===== src/rtl/keyed_cfg_pkg.sv =====
package keyed_cfg_pkg;
   typedef enum logic [1:0] {
      KS_LOCKED = 2'd0,
      KS_HALF   = 2'd1,
      KS_OPEN   = 2'd2
   } key_state_e;

   localparam logic [7:0] IDX_LDN        = 8'h07;
   localparam logic [7:0] IDX_ROUTE      = 8'h2A;
   localparam logic [7:0] IDX_BANK_START = 8'h30;
   localparam logic [7:0] IDX_ENABLE     = 8'h30;
   localparam logic [7:0] IDX_BASE_HI    = 8'h60;
   localparam logic [7:0] IDX_BASE_LO    = 8'h61;
endpackage


===== src/rtl/keyed_cfg_unlock.sv =====
module keyed_cfg_unlock
   import keyed_cfg_pkg::*;
#(
   parameter logic [7:0] ENTRY_KEY = 8'h87,
   parameter logic [7:0] EXIT_KEY  = 8'hAA
) (
   input  logic       clk,
   input  logic       rst_n,
   input  logic       idx_wr,
   input  logic [7:0] wdata,
   output logic       open,
   output logic [7:0] index
);
   key_state_e state_q;

   always_ff @(posedge clk) begin
      if (!rst_n) begin
         state_q <= KS_LOCKED;
         index   <= 8'h00;
      end else if (idx_wr) begin
         case (state_q)
            KS_LOCKED: state_q <= (wdata == ENTRY_KEY) ? KS_HALF : KS_LOCKED;
            KS_HALF:   state_q <= (wdata == ENTRY_KEY) ? KS_OPEN : KS_LOCKED;
            KS_OPEN: begin
               if (wdata == EXIT_KEY) state_q <= KS_LOCKED;
               else                   index   <= wdata;
            end
            default:   state_q <= KS_LOCKED;
         endcase
      end
   end

   assign open = (state_q == KS_OPEN);
endmodule


===== src/rtl/keyed_cfg_global.sv =====
module keyed_cfg_global
   import keyed_cfg_pkg::*;
#(
   parameter int LDN_W = 3
) (
   input  logic             clk,
   input  logic             rst_n,
   input  logic             wr,
   input  logic [7:0]       idx,
   input  logic [7:0]       wdata,
   output logic [LDN_W-1:0] ldn,
   output logic [7:0]       route_reg,
   output logic [7:0]       rd_val
);
   always_ff @(posedge clk) begin
      if (!rst_n) begin
         ldn       <= '0;
         route_reg <= 8'h00;
      end else if (wr) begin
         if (idx == IDX_LDN)   ldn       <= wdata[LDN_W-1:0];
         if (idx == IDX_ROUTE) route_reg <= wdata;
      end
   end

   always_comb begin
      if (idx == IDX_LDN)        rd_val = 8'(ldn);
      else if (idx == IDX_ROUTE) rd_val = route_reg;
      else                       rd_val = 8'h00;
   end
endmodule


===== src/rtl/keyed_cfg_bank.sv =====
module keyed_cfg_bank
   import keyed_cfg_pkg::*;
#(
   parameter int NDEV   = 8,
   parameter int LDN_W  = 3,
   parameter int BASE_W = 16
) (
   input  logic                   clk,
   input  logic                   rst_n,
   input  logic                   wr,
   input  logic [7:0]             idx,
   input  logic [7:0]             wdata,
   input  logic [LDN_W-1:0]       ldn,
   output logic [NDEV-1:0]        en,
   output logic [NDEV*BASE_W-1:0] base_flat,
   output logic [7:0]             rd_val
);
   localparam int HI_W = BASE_W - 8;

   logic [NDEV-1:0][BASE_W-1:0] base_q;

   for (genvar g = 0; g < NDEV; g++) begin : g_dev
      logic sel;
      assign sel = wr && (ldn == LDN_W'(g));
      always_ff @(posedge clk) begin
         if (!rst_n) begin
            en[g]     <= 1'b0;
            base_q[g] <= '0;
         end else if (sel) begin
            if (idx == IDX_ENABLE)  en[g]                  <= wdata[0];
            if (idx == IDX_BASE_HI) base_q[g][BASE_W-1:8]  <= wdata[HI_W-1:0];
            if (idx == IDX_BASE_LO) base_q[g][7:0]         <= wdata;
         end
      end
   end

   assign base_flat = base_q;

   always_comb begin
      if (idx == IDX_ENABLE)       rd_val = {7'b0, en[ldn]};
      else if (idx == IDX_BASE_HI) rd_val = 8'(base_q[ldn][BASE_W-1:8]);
      else if (idx == IDX_BASE_LO) rd_val = base_q[ldn][7:0];
      else                         rd_val = 8'h00;
   end
endmodule


===== src/rtl/keyed_cfg_port.sv =====
module keyed_cfg_port
   import keyed_cfg_pkg::*;
#(
   parameter int          ADDR_W    = 16,
   parameter int          NDEV      = 8,
   parameter int          BASE_W    = 16,
   parameter int          ROUTE_BIT = 6,
   parameter logic [15:0] PRI_IDX   = 16'h004E,
   parameter logic [15:0] ALT_IDX   = 16'h002E,
   parameter logic [7:0]  ENTRY_KEY = 8'h87,
   parameter logic [7:0]  EXIT_KEY  = 8'hAA
) (
   input  logic                   clk,
   input  logic                   rst_n,
   input  logic                   alt_pair_sel,
   input  logic                   bus_wr,
   input  logic                   bus_rd,
   input  logic [ADDR_W-1:0]      bus_addr,
   input  logic [7:0]             bus_wdata,
   output logic [7:0]             bus_rdata,
   output logic                   cfg_active,
   output logic                   pin_route_uart_a,
   output logic [NDEV-1:0]        dev_enable,
   output logic [NDEV*BASE_W-1:0] dev_base
);
   localparam int LDN_W = $clog2(NDEV);

   if (NDEV < 2 || NDEV > 256 || (NDEV & (NDEV - 1)) != 0)
      $error("NDEV must be a power of two from 2 to 256");
   if (BASE_W < 9 || BASE_W > 16)
      $error("BASE_W must lie in 9..16");
   if (ROUTE_BIT < 0 || ROUTE_BIT > 7)
      $error("ROUTE_BIT must select a bit of a byte");
   if (ADDR_W < 8 || ADDR_W > 16)
      $error("ADDR_W must lie in 8..16");

   logic [ADDR_W-1:0] idx_addr, dat_addr;
   logic              idx_hit, dat_hit, open, cfg_wr;
   logic [7:0]        index, glob_rd, bank_rd, route_reg, cfg_rd;
   logic [LDN_W-1:0]  ldn;

   assign idx_addr = alt_pair_sel ? ADDR_W'(ALT_IDX) : ADDR_W'(PRI_IDX);
   assign dat_addr = idx_addr + ADDR_W'(1);
   assign idx_hit  = (bus_addr == idx_addr);
   assign dat_hit  = (bus_addr == dat_addr);
   assign cfg_wr   = bus_wr && dat_hit && open;

   keyed_cfg_unlock #(.ENTRY_KEY(ENTRY_KEY), .EXIT_KEY(EXIT_KEY)) u_unlock (
      .clk(clk), .rst_n(rst_n), .idx_wr(bus_wr && idx_hit),
      .wdata(bus_wdata), .open(open), .index(index));

   keyed_cfg_global #(.LDN_W(LDN_W)) u_global (
      .clk(clk), .rst_n(rst_n), .wr(cfg_wr), .idx(index), .wdata(bus_wdata),
      .ldn(ldn), .route_reg(route_reg), .rd_val(glob_rd));

   keyed_cfg_bank #(.NDEV(NDEV), .LDN_W(LDN_W), .BASE_W(BASE_W)) u_bank (
      .clk(clk), .rst_n(rst_n), .wr(cfg_wr), .idx(index), .wdata(bus_wdata),
      .ldn(ldn), .en(dev_enable), .base_flat(dev_base), .rd_val(bank_rd));

   assign cfg_rd = (index >= IDX_BANK_START) ? bank_rd : glob_rd;

   always_comb begin
      if (bus_rd && open && idx_hit)      bus_rdata = index;
      else if (bus_rd && open && dat_hit) bus_rdata = cfg_rd;
      else                                bus_rdata = 8'hFF;
   end

   assign cfg_active       = open;
   assign pin_route_uart_a = route_reg[ROUTE_BIT];
endmodule


===== config.mk =====
export PLATFORM = sky130hd
export DESIGN_NAME = keyed_cfg_port
export DESIGN_NICKNAME = d
export VERILOG_FILES = /design/src/rtl/keyed_cfg_pkg.sv /design/src/rtl/keyed_cfg_unlock.sv /design/src/rtl/keyed_cfg_global.sv /design/src/rtl/keyed_cfg_bank.sv /design/src/rtl/keyed_cfg_port.sv
export SDC_FILE = /design/constraint.sdc
export NUM_CORES = 1
export LEC_CHECK = 0
export ABC_CLOCK_PERIOD_IN_PS = 2300
export CAP_MARGIN = 20
export CORE_MARGIN = 10
export CORE_UTILIZATION = 51
export CTS_CLUSTER_SIZE = 28
export DETAILED_ROUTE_END_ITERATION = 12
export GPL_ROUTABILITY_DRIVEN = 0
export PLACE_DENSITY = 0.81
export SYNTH_ARGS = -nofsm -noshare
export SYNTH_HDL_FRONTEND = slang
export SYNTH_SLANG_ARGS = --single-unit

===== constraint.sdc =====
create_clock -name clk -period 2.3 [get_ports clk]
set_input_delay 0.23 -clock clk [delete_from_list [all_inputs] [get_ports clk]]
set_output_delay 0.23 -clock clk [all_outputs]
set_load 0.01 [all_outputs]

---- Yosys cells after proc, flatten, opt, wreduce, memory -nomap -nowiden ----
Index checks and enable logic that the tools add are counted.
storage, ports and cells
  input bits .............................. 29
  word-level logic and storage cells ...... 112
  latch bits .............................. 0
  memories kept ........................... 0
  RAM bits ................................ 0
  output and inout port bits .............. 146
  ROM bits ................................ 0
  register bits ........................... 157
cells by class
  divide/modulo/power cells ............... 0
  equality and inequality tests ........... 19
  add/subtract/negate cells ............... 1
  order comparisons ....................... 2
  bitwise gates (word level) .............. 1
  muxes and demuxes ....................... 17
  reductions and logical operators ........ 44
  shift operators ......................... 0
  multipliers ............................. 0
operators by type and width
  kind                 count
  $mux 8               8
  $reduce_and 2->1     27
  $bmux 16 s3          1
  $eq 16x7->1          1
  $eq 16x8->1          1
  $eq 8x6->1 const B   2
  $eq 8x7->1 const B   2
  $eq 8x8->1 const B   2
  $mux 16              1
  $logic_and 1x1->1    14
  $eq 3x3->1 const B   4
  $add 7x1->8 const B  1
  $eq 8x3->1 const B   1
  $ge 8x6->1 const B   1
  $mux 7               1
  $eq 3x2->1 const B   2
  $pmux 2 s3           1
  $lt 3x4->1 const B   1
  $mux 2               2
  $bmux 1 s3           1
  $eq 3x1->1 const B   1
  $logic_not 3->1      1
  $reduce_and 3->1     1
  $eq 2x1->1 const B   1
  5 further kinds      6

---- Longest topological paths before layout ----
  word-level depth ........................ 8
  mapped depth ............................ 7
  mapped depth without buffers ............ 4

---- Hierarchy ----
Synthesis repeated with hierarchy kept, for this count alone.
second synthesis, totals
  cell total of the unflattened synthesis .. 705
  area total of the unflattened synthesis .. 7417.1 µm²
modules (own cells, without submodules)
  module            sequential area each (µm²)  cells an instance  instances  area an instance (µm²)
  keyed_cfg_bank    2722.6                      558                1          6089.6
  keyed_cfg_global  220.2                       61                 1          564.3
  keyed_cfg_unlock  200.2                       51                 1          484.2
  keyed_cfg_port    0.0                         35                 1          279.0

---- Least setup slack after synthesis ----
Ideal clock, no wire load.
  path kind ............................... reg2out
  from .................................... register u_global.ldn[1]
  to ...................................... output bus_rdata[1]
  buffers on the path ..................... 2
  slack ................................... 0.285 ns
  required time ........................... 2.070 ns
  data arrival time ....................... 1.785 ns
  cell stages (with the launch flop) ...... 7
  cells stage by stage .................... dfxtp_1 buf_4 buf_1 mux4_2 a22oi_1 nor2_1 o41a_1
between the ends
  cells in the longest elaborated chain, start to end .. 8
  elaborated cells on any way between the ends .. 9
  classes of those cells .................. mux: 9
ends and longest elaborated chain
  what                           line                                        text
  start, declared                keyed_cfg_global.sv:11                      output logic [LDN_W-1:0] ldn,
  start signal, assigned         keyed_cfg_global.sv:20                      if (idx == IDX_LDN) ldn <= wdata[LDN_W-1:0];
  $bmux 16 s3                    keyed_cfg_bank.sv:41, keyed_cfg_bank.sv:42
  $mux 16 (implied by the code)  keyed_cfg_bank.sv:42                        else if (idx == IDX_BASE_LO) rd_val = base_q[ldn][7:0];
  $mux 8                         keyed_cfg_bank.sv:42
  $mux 8                         keyed_cfg_bank.sv:41                        else if (idx == IDX_BASE_HI) rd_val = 8'(base_q[ldn][BASE_W-1:8]);
  $mux 8                         keyed_cfg_bank.sv:40                        if (idx == IDX_ENABLE) rd_val = {7'b0, en[ldn]};
  $mux 8 *                       keyed_cfg_port.sv:60                        assign cfg_rd = (index >= IDX_BANK_START) ? bank_rd : glob_rd;
  $mux 8 *                       keyed_cfg_port.sv:64                        else if (bus_rd && open && dat_hit) bus_rdata = cfg_rd;
  $mux 8 *                       keyed_cfg_port.sv:63                        if (bus_rd && open && idx_hit) bus_rdata = index;
  end, declared                  keyed_cfg_port.sv:20                        output logic [7:0] bus_rdata,
Every way passes the cells marked *; elsewhere a longest branch is shown, timed or not. The select of a mux whose other input is x is not followed.

---- Worst setup path in the final report ----
  from .................................... register u_global.ldn[0]
  to ...................................... output bus_rdata[0]
Same word-level chain as after synthesis.

==> reports/results.ini <==
[run_status]
status = complete, but fails checks
violated_checks = negative setup slack

[detailed_routing]
routed_wire_length_per_instance_um = 23.0
drt.antenna.violating_nets = 0
via_count_normalized_by_instance_count = 6.02
drt-total-wl_mm = 26.7
post-route-drc-count = 0
detailroute.via_count = 6995
drt_pre_antenna_iters = 6
drt-initial-drc-count = 863

[power_and_ir_drop]
p_switching_mw = 1.27
pwr-share-clk_pct = 50.1
power_report.internal_total_mw = 4.58
power_density_nw_per_um2 = 529
netSwitchingFraction_pct = 21.7
comb_power_share_pct = 3.5
power.leakage_nw = 4.68
seqPwrFrac_pct = 46.5
max-vdd-ir-drop_uv = 516

[layout]
multi_input_comb_area_sq_um = 4330
num-fill-cells = 1041
ff_latch_area_sq_um = 3150
largest_register_ff_count = 128
final_core_util_pct = 73.5
layout-area-overhead-vs-synth_pct = 42.3
final_net_count = 992
antenna-diode-count = 0
final_layout_size_suffix_gt1_share_pct = 21.6

[clocking]
numClockSinks = 157
clock_tree.root_cell = clkbuf_16
cts.reportedPaths.clkPinSlew_ns = 0.07
cts.htree.levels = 4
clock_latency_ns = 0.44
clk_path_buf_depth = 2
ctsHoldBuffers = 0
tritoncts = done
number_of_clock_buffers_inserted_by_tritoncts = 17

[synthesis]
main_synth_ff_type = dfxtp_1
number_of_standard_cells_after_synthesis = 737
synth-edff-count = 0
post_synth_instance_area_sq_um = 7760
synth.distinct_cells = 55
ys_warn_count = 0
yosys.area.top_type = dfxtp_1
synth.ff_latch_count = 157
ys_async_sr_fraction_pct = 0
yosys-top-cells-area = dfxtp_1 40%, mux2i_1 19%, mux4_2 9.9%, nand2_1 7.6%, nand4_4 3.0%
yosysTopAreaCellShare_pct = 40.5
post_synth_most_frequent_cells = 157 x dfxtp_1, 157 x nand2_1, 151 x mux2i_1, 34 x clkbuf_1, 34 x mux4_2
synth.yosys.seq_area_share_pct = 40.5
synth_area_per_cell_sq_um = 10.5
syn_nets = 766

[worst_setup_path]
end_kind = primary output
start_kind = register
worst_path_dominant_cell_family = compound AO/OA/AOI/OAI gates
worst_ep_arrival_time_ns = 2.38
critPathMaxFanout = 6
cp_data_required_time_ns = 2.07
crit_buf_inv = 2
timing.critical_path.cells = buf_12 > mux4_2 > a22oi_2 > a31oi_2 > o41a_1 > buf_2
crit_slowest_cell = mux4_2
criticalPathCategory = register to primary output
cp_slowest_stage_delay_ns = 0.51

[timing]
final_max_slew_viol_count = 0
setup-violations-final = 8
timing.max_slew.rel_slack_pct = 48.8
final_period_util_pct = 114
rsz0062_at_grt = true
worst_clock_skew_ns = 0.0101
worst-slew-pin-transition_ns = 0.765
timing.final.ws_setup_ns = -0.314
maximum_clock_frequency_mhz = 383
finalHoldViolCount = 0
layout_min_cycle_time_ns = 2.61

[placed_design]
port_buffers = 174
preCtsSetupSlack_ns = -0.503
detailed_place_hpwl_mm = 18.5

[floorplanning]
fp.dieH_um = 143
effective_utilization_at_floorplan_pct = 51.6
floorplan.core_area_sq_um = 15000
design.die.area_sq_um = 20600
fp_rows = 45
i_o_pin_cnt = 175
floorplan.die.width_um = 143

[grt]
number_of_global_route_vias_before_repair = 6991
globalRoute.totalOverflow = 0
grt_pass1_wl_mm = 40.5
global_route.usage.total_pct = 25.8
grt_start_max_net_pins = 123
initial_antenna_violation_count = 1

[min_path]
class_of_the_tightest_hold_or_removal_check = input pin to register

[flow_run]
cap_viol_max_count = 0

## final timing paths
kind / startpoint / end / slack [ns] / cells past startpoint
worst max-delay path: u_global.ldn[0]$_SDFFE_PN0P_ / bus_rdata[0] / -0.31 / 6
worst min-delay path: rst_n / u_bank.base_flat[64]$_SDFFE_PN0P_ / 0.24 / 3
worst min register to register: u_bank.base_flat[81]$_SDFFE_PN0P_ / u_bank.base_flat[81]$_SDFFE_PN0P_ / 0.47 / 2
worst max register to register: u_global.ldn[1]$_SDFFE_PN0P_ / u_bank.base_flat[27]$_SDFFE_PN0P_ / 0.23 / 7
## power by group through the flow
stage	clock network, mW	registers [mW]	logic, mW
after floorplan	0	2.78	0.0883
after global placement	0	2.78	0.196
after detailed placement	0	2.78	0.198
after CTS	2.93	2.72	0.199
after global routing	3.04	2.72	0.213
final	2.92	2.72	0.202
## placed cells by master (no fill, tap or decap), types with 4 or more instances in the layout
cell / synthesis / final
clkdlybuf4s50_1: 0 / 165
nand2_1: 157 / 156
dfxtp_1: 157 / 155
mux2i_1: 151 / 148
buf_4: 12 / 75
mux4_2: 34 / 34
nand4_1: 27 / 27
buf_12: 0 / 19
clkbuf_16: 0 / 17
o31ai_1: 14 / 14
a21oi_1: 13 / 13
nand4_4: 11 / 11
buf_2: 10 / 7
nor2_1: 10 / 6
o32a_1: 6 / 6
inv_1: 8 / 6
nand3_1: 6 / 6
nor2b_1: 5 / 5
nor2_2: 1 / 5
o211ai_1: 5 / 5
nand3b_1: 4 / 4
and3_1: 5 / 4
and4_1: 4 / 4
## timing repair
item | CTS | global route
setup buffers | 5 | 0
cloned | 2 | 0
hold endpoints to repair | 0 | 0
pin swaps | 8 | 4
gates resized for setup | 52 | 8
setup endpoints to repair | 8 | 8
## tightest hold or removal path: stages
cell,delay (ns)
buf_4,0.22
nand2_1,0.11
mux2i_1,0.06
## layer usage
layer / vias to the layer above / part of all wire, % / global-route usage [%]
met2: 391 / 47 / 41.2
met5: - / 0.026 / 0
met3: 75 / 11 / 10.0
met1: 3381 / 39 / 30.8
li1: 3146 / - / -
met4: 2 / 3.2 / 9.99
## cell type report
class,instances,area share (%)
multi-input cells,509,39.2
flip-flops and latches,157,28.5
repair buffers,270,24.4
clock buffers,21,4.26
well taps,188,2.13
clock inverters,9,1.21
inverters,8,0.295
## kinds of logic (layout without fill, tap and decap cells)
family	count (synthesis)	in the layout	share of synthesized area [%]
buffers and inverters	71	308	4.56
AOI/OAI and AO/OA	55	55	5.26
and+or+nand+nor	269	269	20.3
muxes	185	185	29.3
DFF	157	157	40.5
## stage by stage
stage / area (sq um) / total power, mW / setup TNS (ns) / cells / hold WS (ns)
final: 11000 / 5.84 / -2.21 / 1162 / 0.242
after global routing: 11000 / 5.96 / -2.75 / 1162 / 0.251
after CTS: 11000 / 5.84 / -2.27 / 1163 / 0.231
after detailed placement: 10300 / 2.98 / -3.82 / 1126 / 0.465
after global placement: 10300 / 2.98 / -3.50 / 1126 / 0.456
after floorplan: 7760 / 2.87 / 0 / 737 / 0.384
Power figures use the tool's default switching activity.
